## config.mk

```make
export PLATFORM = sky130hd
export DESIGN_NAME = serial_rx
export DESIGN_NICKNAME = d
export VERILOG_FILES = /design/src/rtl/serial_rx_pkg.sv /design/src/rtl/serial_rx_sync.sv /design/src/rtl/serial_rx_deframer.sv /design/src/rtl/serial_rx_fifo.sv /design/src/rtl/serial_rx_timeout.sv /design/src/rtl/serial_rx.sv
export SDC_FILE = /design/constraint.sdc
export NUM_CORES = 1
export LEC_CHECK = 0
export BUFFER_PORTS_ARGS = -buffer_cell sky130_fd_sc_hd__buf_2
export CORE_ASPECT_RATIO = 2
export CORE_MARGIN = 1
export CORE_UTILIZATION = 60
export CTS_BUF_LIST = sky130_fd_sc_hd__clkbuf_4 sky130_fd_sc_hd__clkbuf_8
export CTS_CLUSTER_SIZE = 12
export DETAILED_ROUTE_END_ITERATION = 10
export PLACE_DENSITY_LB_ADDON = 0.2
export SLEW_MARGIN = 10
export SYNTH_ARGS = -nofsm -noshare
export SYNTH_HDL_FRONTEND = slang
export SYNTH_SLANG_ARGS = --single-unit
```

## constraint.sdc

```tcl
create_clock -name clk -period 3.6 [get_ports clk]
set_input_delay 0.18 -clock clk [delete_from_list [all_inputs] [get_ports clk]]
set_output_delay 0.18 -clock clk [all_outputs]
set_load 0.02 [all_outputs]
```

## src/rtl/serial_rx_pkg.sv

```systemverilog
package serial_rx_pkg;
  typedef enum logic [2:0] {
    ST_IDLE, ST_START, ST_DATA, ST_PAR, ST_STOP, ST_BRK
  } rx_state_t;

  // frame length in bits: start + data + parity + stops
  function automatic int frame_bits(input logic [1:0] dbits, input logic par_en,
                                    input logic stop2);
    return 1 + (5 + int'(dbits)) + int'(par_en) + 1 + int'(stop2);
  endfunction
endpackage

```

## src/rtl/serial_rx_sync.sv

```systemverilog
module serial_rx_sync (
  input  logic clk,
  input  logic rst_n,
  input  logic din,
  output logic dout
);
  logic meta;
  always_ff @(posedge clk or negedge rst_n) begin
    if (!rst_n) begin
      meta <= 1'b1;
      dout <= 1'b1;
    end else begin
      meta <= din;
      dout <= meta;
    end
  end
endmodule

```

## src/rtl/serial_rx_deframer.sv

```systemverilog
module serial_rx_deframer
  import serial_rx_pkg::*;
#(
  parameter int OSR = 16
) (
  input  logic       clk,
  input  logic       rst_n,
  input  logic       tick,
  input  logic       rx,
  input  logic [1:0] cfg_dbits,
  input  logic       cfg_par_en,
  input  logic       cfg_par_odd,
  input  logic       cfg_stop2,
  output logic       done,
  output logic [7:0] word,
  output logic       par_err,
  output logic       frm_err,
  output logic       brk
);
  localparam int CW = $clog2(OSR);
  localparam logic [CW-1:0] MID  = CW'(OSR / 2 - 1);
  localparam logic [CW-1:0] LAST = CW'(OSR - 1);

  rx_state_t      state;
  logic [CW-1:0]  cnt;
  logic [2:0]     bidx;
  logic [7:0]     shreg;
  logic           allzero, stop_idx, stop_bad, par_bit;
  logic           allz_n, stop_bad_n, par_exp;
  logic [2:0]     last_idx;

  always_comb begin
    allz_n     = allzero & ~rx;
    stop_bad_n = stop_bad | ~rx;
    par_exp    = (^shreg) ^ cfg_par_odd;
    last_idx   = 3'(cfg_dbits) + 3'd4;
  end

  always_ff @(posedge clk or negedge rst_n) begin
    if (!rst_n) begin
      state    <= ST_IDLE;
      cnt      <= '0;
      bidx     <= '0;
      shreg    <= '0;
      allzero  <= 1'b1;
      stop_idx <= 1'b0;
      stop_bad <= 1'b0;
      par_bit  <= 1'b0;
      done     <= 1'b0;
      word     <= '0;
      par_err  <= 1'b0;
      frm_err  <= 1'b0;
      brk      <= 1'b0;
    end else begin
      done <= 1'b0;
      if (state == ST_BRK) begin
        if (rx) state <= ST_IDLE;
      end else if (tick) begin
        cnt <= cnt + 1'b1;
        case (state)
          ST_IDLE: if (!rx) begin
            state <= ST_START;
            cnt   <= '0;
          end
          ST_START: if (cnt == MID) begin
            cnt      <= '0;
            bidx     <= '0;
            shreg    <= '0;
            allzero  <= 1'b1;
            stop_idx <= 1'b0;
            stop_bad <= 1'b0;
            state    <= rx ? ST_IDLE : ST_DATA;
          end
          ST_DATA: if (cnt == LAST) begin
            shreg[bidx] <= rx;
            allzero     <= allz_n;
            bidx        <= bidx + 1'b1;
            if (bidx == last_idx) state <= cfg_par_en ? ST_PAR : ST_STOP;
          end
          ST_PAR: if (cnt == LAST) begin
            par_bit <= rx;
            allzero <= allz_n;
            state   <= ST_STOP;
          end
          ST_STOP: if (cnt == LAST) begin
            if (cfg_stop2 && !stop_idx) begin
              stop_idx <= 1'b1;
              stop_bad <= stop_bad_n;
              allzero  <= allz_n;
            end else begin
              done    <= 1'b1;
              word    <= shreg;
              brk     <= allz_n;
              frm_err <= stop_bad_n & ~allz_n;
              par_err <= cfg_par_en & (par_bit != par_exp) & ~allz_n;
              state   <= allz_n ? ST_BRK : ST_IDLE;
            end
          end
          default: state <= ST_IDLE;
        endcase
      end
    end
  end
endmodule

```

## src/rtl/serial_rx_fifo.sv

```systemverilog
module serial_rx_fifo #(
  parameter int DEPTH = 8,
  parameter int W     = 8,
  localparam int AW   = $clog2(DEPTH),
  localparam int LW   = AW + 1
) (
  input  logic          clk,
  input  logic          rst_n,
  input  logic          wr_en,
  input  logic [W-1:0]  wr_data,
  input  logic          rd_en,
  output logic [W-1:0]  rd_data,
  output logic [LW-1:0] level,
  output logic          full,
  output logic          empty
);
  logic [W-1:0]  mem [DEPTH];
  logic [AW-1:0] wptr, rptr;

  assign full    = (level == LW'(DEPTH));
  assign empty   = (level == '0);
  assign rd_data = mem[rptr];

  always_ff @(posedge clk) begin
    if (wr_en) mem[wptr] <= wr_data;
  end

  always_ff @(posedge clk or negedge rst_n) begin
    if (!rst_n) begin
      wptr  <= '0;
      rptr  <= '0;
      level <= '0;
    end else begin
      if (wr_en) wptr <= (wptr == AW'(DEPTH - 1)) ? '0 : wptr + 1'b1;
      if (rd_en) rptr <= (rptr == AW'(DEPTH - 1)) ? '0 : rptr + 1'b1;
      level <= level + LW'(wr_en) - LW'(rd_en);
    end
  end
endmodule

```

## src/rtl/serial_rx_timeout.sv

```systemverilog
module serial_rx_timeout
  import serial_rx_pkg::*;
#(
  parameter int OSR   = 16,
  parameter int WORDS = 3
) (
  input  logic       clk,
  input  logic       rst_n,
  input  logic       tick,
  input  logic       nonempty,
  input  logic       activity,
  input  logic [1:0] cfg_dbits,
  input  logic       cfg_par_en,
  input  logic       cfg_stop2,
  output logic       timeout
);
  localparam int TMAX = WORDS * OSR * 12;
  localparam int TW   = $clog2(TMAX + 1);

  logic [TW-1:0] cnt, limit;

  assign limit   = TW'(WORDS * OSR * frame_bits(cfg_dbits, cfg_par_en, cfg_stop2));
  assign timeout = nonempty && (cnt >= limit);

  always_ff @(posedge clk or negedge rst_n) begin
    if (!rst_n) cnt <= '0;
    else if (activity || !nonempty) cnt <= '0;
    else if (tick && cnt < limit) cnt <= cnt + 1'b1;
  end
endmodule

```

## src/rtl/serial_rx.sv

```systemverilog
module serial_rx #(
  parameter int DEPTH = 8,
  parameter int OSR   = 16,
  parameter int WORDS = 3,
  localparam int LVW  = $clog2(DEPTH) + 1
) (
  input  logic       clk,
  input  logic       rst_n,
  input  logic       rx_line,
  input  logic       tick16,
  input  logic [1:0] cfg_dbits,
  input  logic       cfg_par_en,
  input  logic       cfg_par_odd,
  input  logic       cfg_stop2,
  input  logic       clr_status,
  output logic [7:0] rd_data,
  output logic       rd_valid,
  input  logic       rd_ready,
  output logic       err_overrun,
  output logic       err_parity,
  output logic       err_frame,
  output logic       err_break,
  output logic       rx_timeout
);
  logic           rx_s, frm_done, frm_par, frm_bad, frm_brk;
  logic [7:0]     frm_word;
  logic [LVW-1:0] level;
  logic           full, empty, pop, push, accept;

  serial_rx_sync u_sync (.clk(clk), .rst_n(rst_n), .din(rx_line), .dout(rx_s));

  serial_rx_deframer #(.OSR(OSR)) u_deframe (
    .clk(clk), .rst_n(rst_n), .tick(tick16), .rx(rx_s),
    .cfg_dbits(cfg_dbits), .cfg_par_en(cfg_par_en), .cfg_par_odd(cfg_par_odd),
    .cfg_stop2(cfg_stop2), .done(frm_done), .word(frm_word),
    .par_err(frm_par), .frm_err(frm_bad), .brk(frm_brk)
  );

  assign pop      = rd_valid && rd_ready;
  assign push     = frm_done && !frm_brk;
  assign accept   = push && (!full || pop);
  assign rd_valid = !empty;

  serial_rx_fifo #(.DEPTH(DEPTH), .W(8)) u_fifo (
    .clk(clk), .rst_n(rst_n), .wr_en(accept), .wr_data(frm_word),
    .rd_en(pop), .rd_data(rd_data), .level(level), .full(full), .empty(empty)
  );

  serial_rx_timeout #(.OSR(OSR), .WORDS(WORDS)) u_tmo (
    .clk(clk), .rst_n(rst_n), .tick(tick16), .nonempty(!empty),
    .activity(accept || pop), .cfg_dbits(cfg_dbits), .cfg_par_en(cfg_par_en),
    .cfg_stop2(cfg_stop2), .timeout(rx_timeout)
  );

  always_ff @(posedge clk or negedge rst_n) begin
    if (!rst_n) begin
      err_overrun <= 1'b0;
      err_parity  <= 1'b0;
      err_frame   <= 1'b0;
      err_break   <= 1'b0;
    end else begin
      err_overrun <= (err_overrun && !clr_status) || (push && !accept);
      err_parity  <= (err_parity  && !clr_status) || (push && frm_par);
      err_frame   <= (err_frame   && !clr_status) || (push && frm_bad);
      err_break   <= (err_break   && !clr_status) || (frm_done && frm_brk);
    end
  end
endmodule

```

# Word-level counts from Yosys, hierarchy flattened
# Memory sizes are Yosys's and may differ from the RTL's.
# Index checks and enable logic that the tools add are counted.
# totals
reg_bits,60
mem_bits_rw,64
in_bits,11
wordCells,170
mem_count,1
# memory_table
memory,words,word_bits,rd,rd_clocked_by_memory_dff,wr,line,rtl
u_fifo.mem,8,8,1,0,1,serial_rx_fifo.sv:17,logic [W-1:0] mem [DEPTH];
# classes
addsub,13
n_mul,1
n_lt_le_gt_ge,4
eq_ne,25
mux,49
n_bitwise,10
n_reduce_logical,44
# ops
op,count
adder 32 x 2 -> 32 bit,2
2-to-1 mux 3 bit,16
adder 2 x 32 -> 32 bit (first input constant),1
adder 32 x 2 -> 32 bit (second input constant),1
multiplier 3 x 32 -> 6 bit (first input constant),1
2-to-1 mux 10 bit,2
2-to-1 mux 1 bit,17
2-to-1 mux 8 bit,2
case mux 8 bit (2 select lines),1
logical AND 1 bit,15
!= test 3 x 1 -> 1 bit (second input constant),5
case mux 3 bit (5 select lines),1
equality test 3 bit (second input constant),4
adder 10 x 1 -> 10 bit (second input constant),1
>= comparator 10 bit,1
less-than comparator 10 bit,1
!= test 2 x 1 -> 1 bit (second input constant),5
AND reduction 5 bit,2
adder 3 x 1 -> 3 bit (second input constant),3
AND reduction 9 bit,1
bitwise mux 8 bit,1
equality test 4 bit (second input constant),2
2-to-1 mux 4 bit,2
case mux 4 bit (2 select lines),1
other kinds (35),58

# Longest topological paths before layout
# depth
word_depth,10
mapped_depth,16
ltp_nobuf,16

# By module
# A second synthesis with hierarchy kept.
# unflattened
cells_unflattened,482
hier_area_um2,6267.3
# by_module_without_submodules
module,instances,cells_per_inst,area_each_um2,seq_area_each_um2
serial_rx_fifo,1,169,3060.4,2172.1
serial_rx_deframer,1,184,1975.6,852.1
serial_rx_timeout,1,111,985.9,250.2
serial_rx,1,16,192.7,100.1
serial_rx_sync,1,2,52.6,52.6

# Worst setup path after synthesis
# No wires, ideal clock.
# synth_path
kind,input to register
startpoint,input cfg_par_en
endpoint,register u_tmo.cnt[4]
setup_time_ps,82
arrival_time_ps,3357
t_required_ps,3518
setup_slack_ps,161
path_stages,16
path_cell_list,inv_1 -> fa_1 -> inv_1 -> fa_1 -> inv_1 -> ha_1 -> ha_1 -> inv_1 -> fa_1 -> xor2_1 -> ha_1 -> nand4_1 -> o21bai_1 -> nand4_1 -> or3_1 -> a21oi_1
# synth_via
elab_chain_cells,7
# synth_rtl
item,line,rtl
start: declaration,serial_rx.sv:12,"input logic cfg_par_en,"
adder 32 x 2 -> 32 bit (3 in a row),serial_rx_pkg.sv:9,return 1 + (5 + int'(dbits)) + int'(par_en) + 1 + int'(stop2);
multiplier 3 x 32 -> 6 bit,serial_rx_timeout.sv:22,"assign limit = TW'(WORDS * OSR * frame_bits(cfg_dbits, cfg_par_en, cfg_stop2));"
less-than comparator 10 bit,serial_rx_timeout.sv:28,else if (tick && cnt < limit) cnt <= cnt + 1'b1;
logical AND 1 bit,serial_rx_timeout.sv:28,
nonzero test 2 bit (no source line),--,
end signal: assignment,serial_rx_timeout.sv:28,
end: declaration,serial_rx_timeout.sv:20,"logic [TW-1:0] cnt, limit;"
# No other way between the ends.
# A chain may end at the register's enable or synchronous reset.

# Worst setup path after layout
# layout_path
startpoint,input cfg_stop2
endpoint,output rx_timeout
# layout_via
elab_chain_cells,4
# layout_rtl
item,line,rtl
start: declaration,serial_rx.sv:14,"input logic cfg_stop2,"
adder 32 x 2 -> 32 bit,serial_rx_pkg.sv:9,
multiplier 3 x 32 -> 6 bit,serial_rx_timeout.sv:22,
>= comparator 10 bit,serial_rx_timeout.sv:23,assign timeout = nonempty && (cnt >= limit);
logical AND 1 bit,serial_rx_timeout.sv:23,
end: declaration,serial_rx.sv:23,output logic rx_timeout
# No other way between the ends.

==> results.yml <==
route:
  met3_wirelength_um: 340
  wirelength_mm: 11.1
  maxUsedRoutingLayer: "met4"
  vias_per_cell: 5.73
  met2WireLength_mm: 6.57
  drc_errors: 0
  vias: 3762
  drt_iter0_markers: 148
  ant_nets: 0
  wl_met1_mm: 3.88
  post_drt_wl_per_cell_um: 16.8
  firstDrtPassIters: 4
synthesis:
  ys_types: 56
  synth_edf_count: 64
  post_synth.cell_area_avg_um2: 13.0
  synth-async-reset-ratio_pct: 48.4
  syn_inst: 464
  synth_top_area_cell: "edfxtp_1"
  synth_nets: 507
  ys_top_cells_by_count: "64 x edfxtp_1, 57 x dfrtp_1, 40 x nand2_1"
  yosys_warnings: 0
  synth-seq-cells: 124
  ys.flop_type: "edfxtp_1"
  ys_seq_area_share_pct: 56.9
  synth.area.top_cells: "edfxtp_1 32%, dfrtp_1 24%, mux4_2 6.0%, ha_1 5.8%, nand2_1 2.5%"
  syn-cell-area_um2: 6020
  synth_top_cell_area_share_pct: 31.9
  yosysMostFrequentCell: "edfxtp_1"
timing:
  drv_slew: 0
  rsz0062_at_grt: "false"
  layout_min_cycle_time_ps: 3450
  max-slew-margin-rel_pct: 38.9
  setup_viol: 0
  report.final.hold_viol_count: 0
  whs_ps: 129
  fin_skew_ps: 13.6
  tns_ps: 0
  fmax_mhz: 290
  fin_crit_sh_pct: 95.8
  worst_slew_pin_slew_ps: 910
finish:
  drive_above_1_share_pct: 22.1
  stdcell_count: 656
  diodes: 0
  area_delta_synth_final_pct: 12.6
  fin_nets: 554
setup_path:
  crit_top_cell: "inv_1"
  crit_arrival_ps: 3270
  r2r-start: "u_deframe.state[1]"
  crit_type: "in -> out"
  endpoint_kind: "output pin"
  reg2reg_slack_ps: 1240
  critPathSlowestCell: "fa_2"
  start_kind: "input pin"
  required_ps: 3420
  cpPeakStageDelay_ps: 560
  critPathMaxFanout: 3
  path_cells: "buf_2 > inv_1 > fa_2 > inv_2 > fa_1 > inv_1 > ha_1 > ha_2 > inv_1 > fa_2 > ha_1 > a21oi_1 > o21a_1 > buf_4 > o21ai_1 > and2_1 > buf_4"
  worst-path-buf-inv: 7
  critPathTopFamily: "adder cells"
  worstSetupStartpoint: "cfg_stop2"
floorplanning:
  die_area_um2: 10500
  rows: 51
  num_io_pins: 25
  die_h_um: 144
  start_util_pct: 61.7
  core_area_um2: 9760
  die_w_um: 72.9
clock_network:
  clk_path_buf_depth: 2
  clock_sinks: 124
  cts_tree: "done"
  h-tree-depth: 4
  clkTransAtPathRegs_ps: 70
  clk_latency_ps: 430
  clock-root-buffer: "clkbuf_8"
  numCtsBuffers: 17
min_path:
  hold_path.class: "in -> reg"
  min_from: "cfg_par_en"
placed_design:
  gp_congestion: 0.894
  dp.cells: 621
  dp_hpwl_mm: 8.09
  port-buffer-count: 24
global_routing:
  grt_overflow: 0
  grt_pass1_wl_mm: 18.1
  grt_usage_pct: 23.7
  grt_start_max_net_pins: 41
  grt_pass1_vias: 3925
  grt_antenna_before_repair: 0
pwr:
  irDropWorstVdd_mv: 0.372
  p_comb_share_pct: 23.5
  seqPwrFrac_pct: 45.9
  power_density_nw_per_um2: 572
  p_leak_nw: 2.77
  switchingPower_mw: 1.28
  p_clk_share_pct: 30.6
  p_sw_share_pct: 33.0
  p_int_mw: 2.60
status:
  status: "completed"
flow_run:
  drv_cap: 0
[path summary, 6_finish.rpt]
kind                                     end  cells after the start
min                        u_deframe.par_err                      3
min in group asynchronous   u_deframe.cnt[0]                      2
max reg2reg                u_deframe.word[4]                      4
min reg2reg                      u_sync.dout                      0
max in group asynchronous        u_sync.dout                      3
max                               rx_timeout                     17
[final cells by class]
cell class / count / area, um^2
multi-input combinational: 288 / 2390
inverter: 36 / 135
clock inverter: 15 / 154
clock buffer: 17 / 234
timing repair buffer: 44 / 280
fill: 701 / 2980
sequential: 124 / 3430
tap: 132 / 165
[metal layers]
layer	up-vias	track usage, %
met5	-	0
met4	0	11.7
met3	26	5.19
met2	94	45.1
met1	1865	23.2
li1	1777	-
[power groups by stage]
| stage | logic, mW | clock network (mW) | registers, mW |
|---|---|---|---|
| floorplan | 0.840 | 0 | 1.66 |
| global placement | 0.872 | 0 | 1.80 |
| detailed placement | 0.915 | 0 | 1.81 |
| CTS | 0.921 | 1.21 | 1.78 |
| global route | 1.02 | 1.27 | 1.80 |
| finish | 0.911 | 1.19 | 1.78 |
[tightest hold or removal path, stage by stage]
cell	delay, ps
buf_2	80
buf_4	110
a41o_1	140
[flip-flops by register name, indices dropped and copies added, names as in the netlist, 3 cells and up]
register and cells:
u_fifo.level 4, u_deframe.bidx 3, u_deframe.shreg 8, u_deframe.cnt 4, u_fifo.mem 64, u_deframe.word 8, u_fifo.wptr 3, u_tmo.cnt 10
u_deframe.state 3, u_fifo.rptr 3
[kinds of logic (layout without fill, tap and decap cells)]
family | count (synthesis) | count (layout) | synth area share [%]
simple gates | 127 | 127 | 11.4
fa+ha+maj | 32 | 32 | 7.14
flops | 124 | 124 | 56.9
buf+inv | 52 | 112 | 3.63
mux | 43 | 43 | 10.9
xor+xnor | 21 | 21 | 3.05
compound gates | 65 | 65 | 6.96
[layout by cell type, fill, tap and decap left out, types with 8 or more instances in the layout]
| cell | n |
|---|---|
| a21oi_1 | 16 |
| buf_2 | 23 |
| edfxtp_1 | 64 |
| xnor2_1 | 14 |
| dfrtp_1 | 57 |
| nor2_1 | 17 |
| inv_1 | 34 |
| clkbuf_8 | 17 |
| nand4_1 | 8 |
| buf_4 | 18 |
| nand2_1 | 40 |
| o21ai_0 | 20 |
| ha_1 | 27 |
| mux2_2 | 9 |
| nand3_1 | 10 |
| mux4_2 | 16 |
| mux2_1 | 11 |
[through the flow]
| step | instance area (um^2) | util, % | setup slack [ps] | power [mW] |
|---|---|---|---|---|
| finish | 6780 | 69.5 | 151 | 3.88 |
| global route | 6780 | 69.5 | 29.3 | 4.09 |
| CTS | 6770 | 69.4 | 0.0799 | 3.91 |
| detailed placement | 6350 | 65.1 | -140 | 2.72 |
| global placement | 6350 | 65.1 | -6.27 | 2.67 |
| floorplan | 6020 | - | 161 | 2.50 |
[repair_timing]
item                                    4_1_cts  5_1_grt
endpoints found under the hold margin        23        0
setup buffers                                 0        0
gates resized for setup                       0        6
hold buffers                                  3        0
endpoints found under the setup margin        0        1
(Power assumes the default switching activity.)
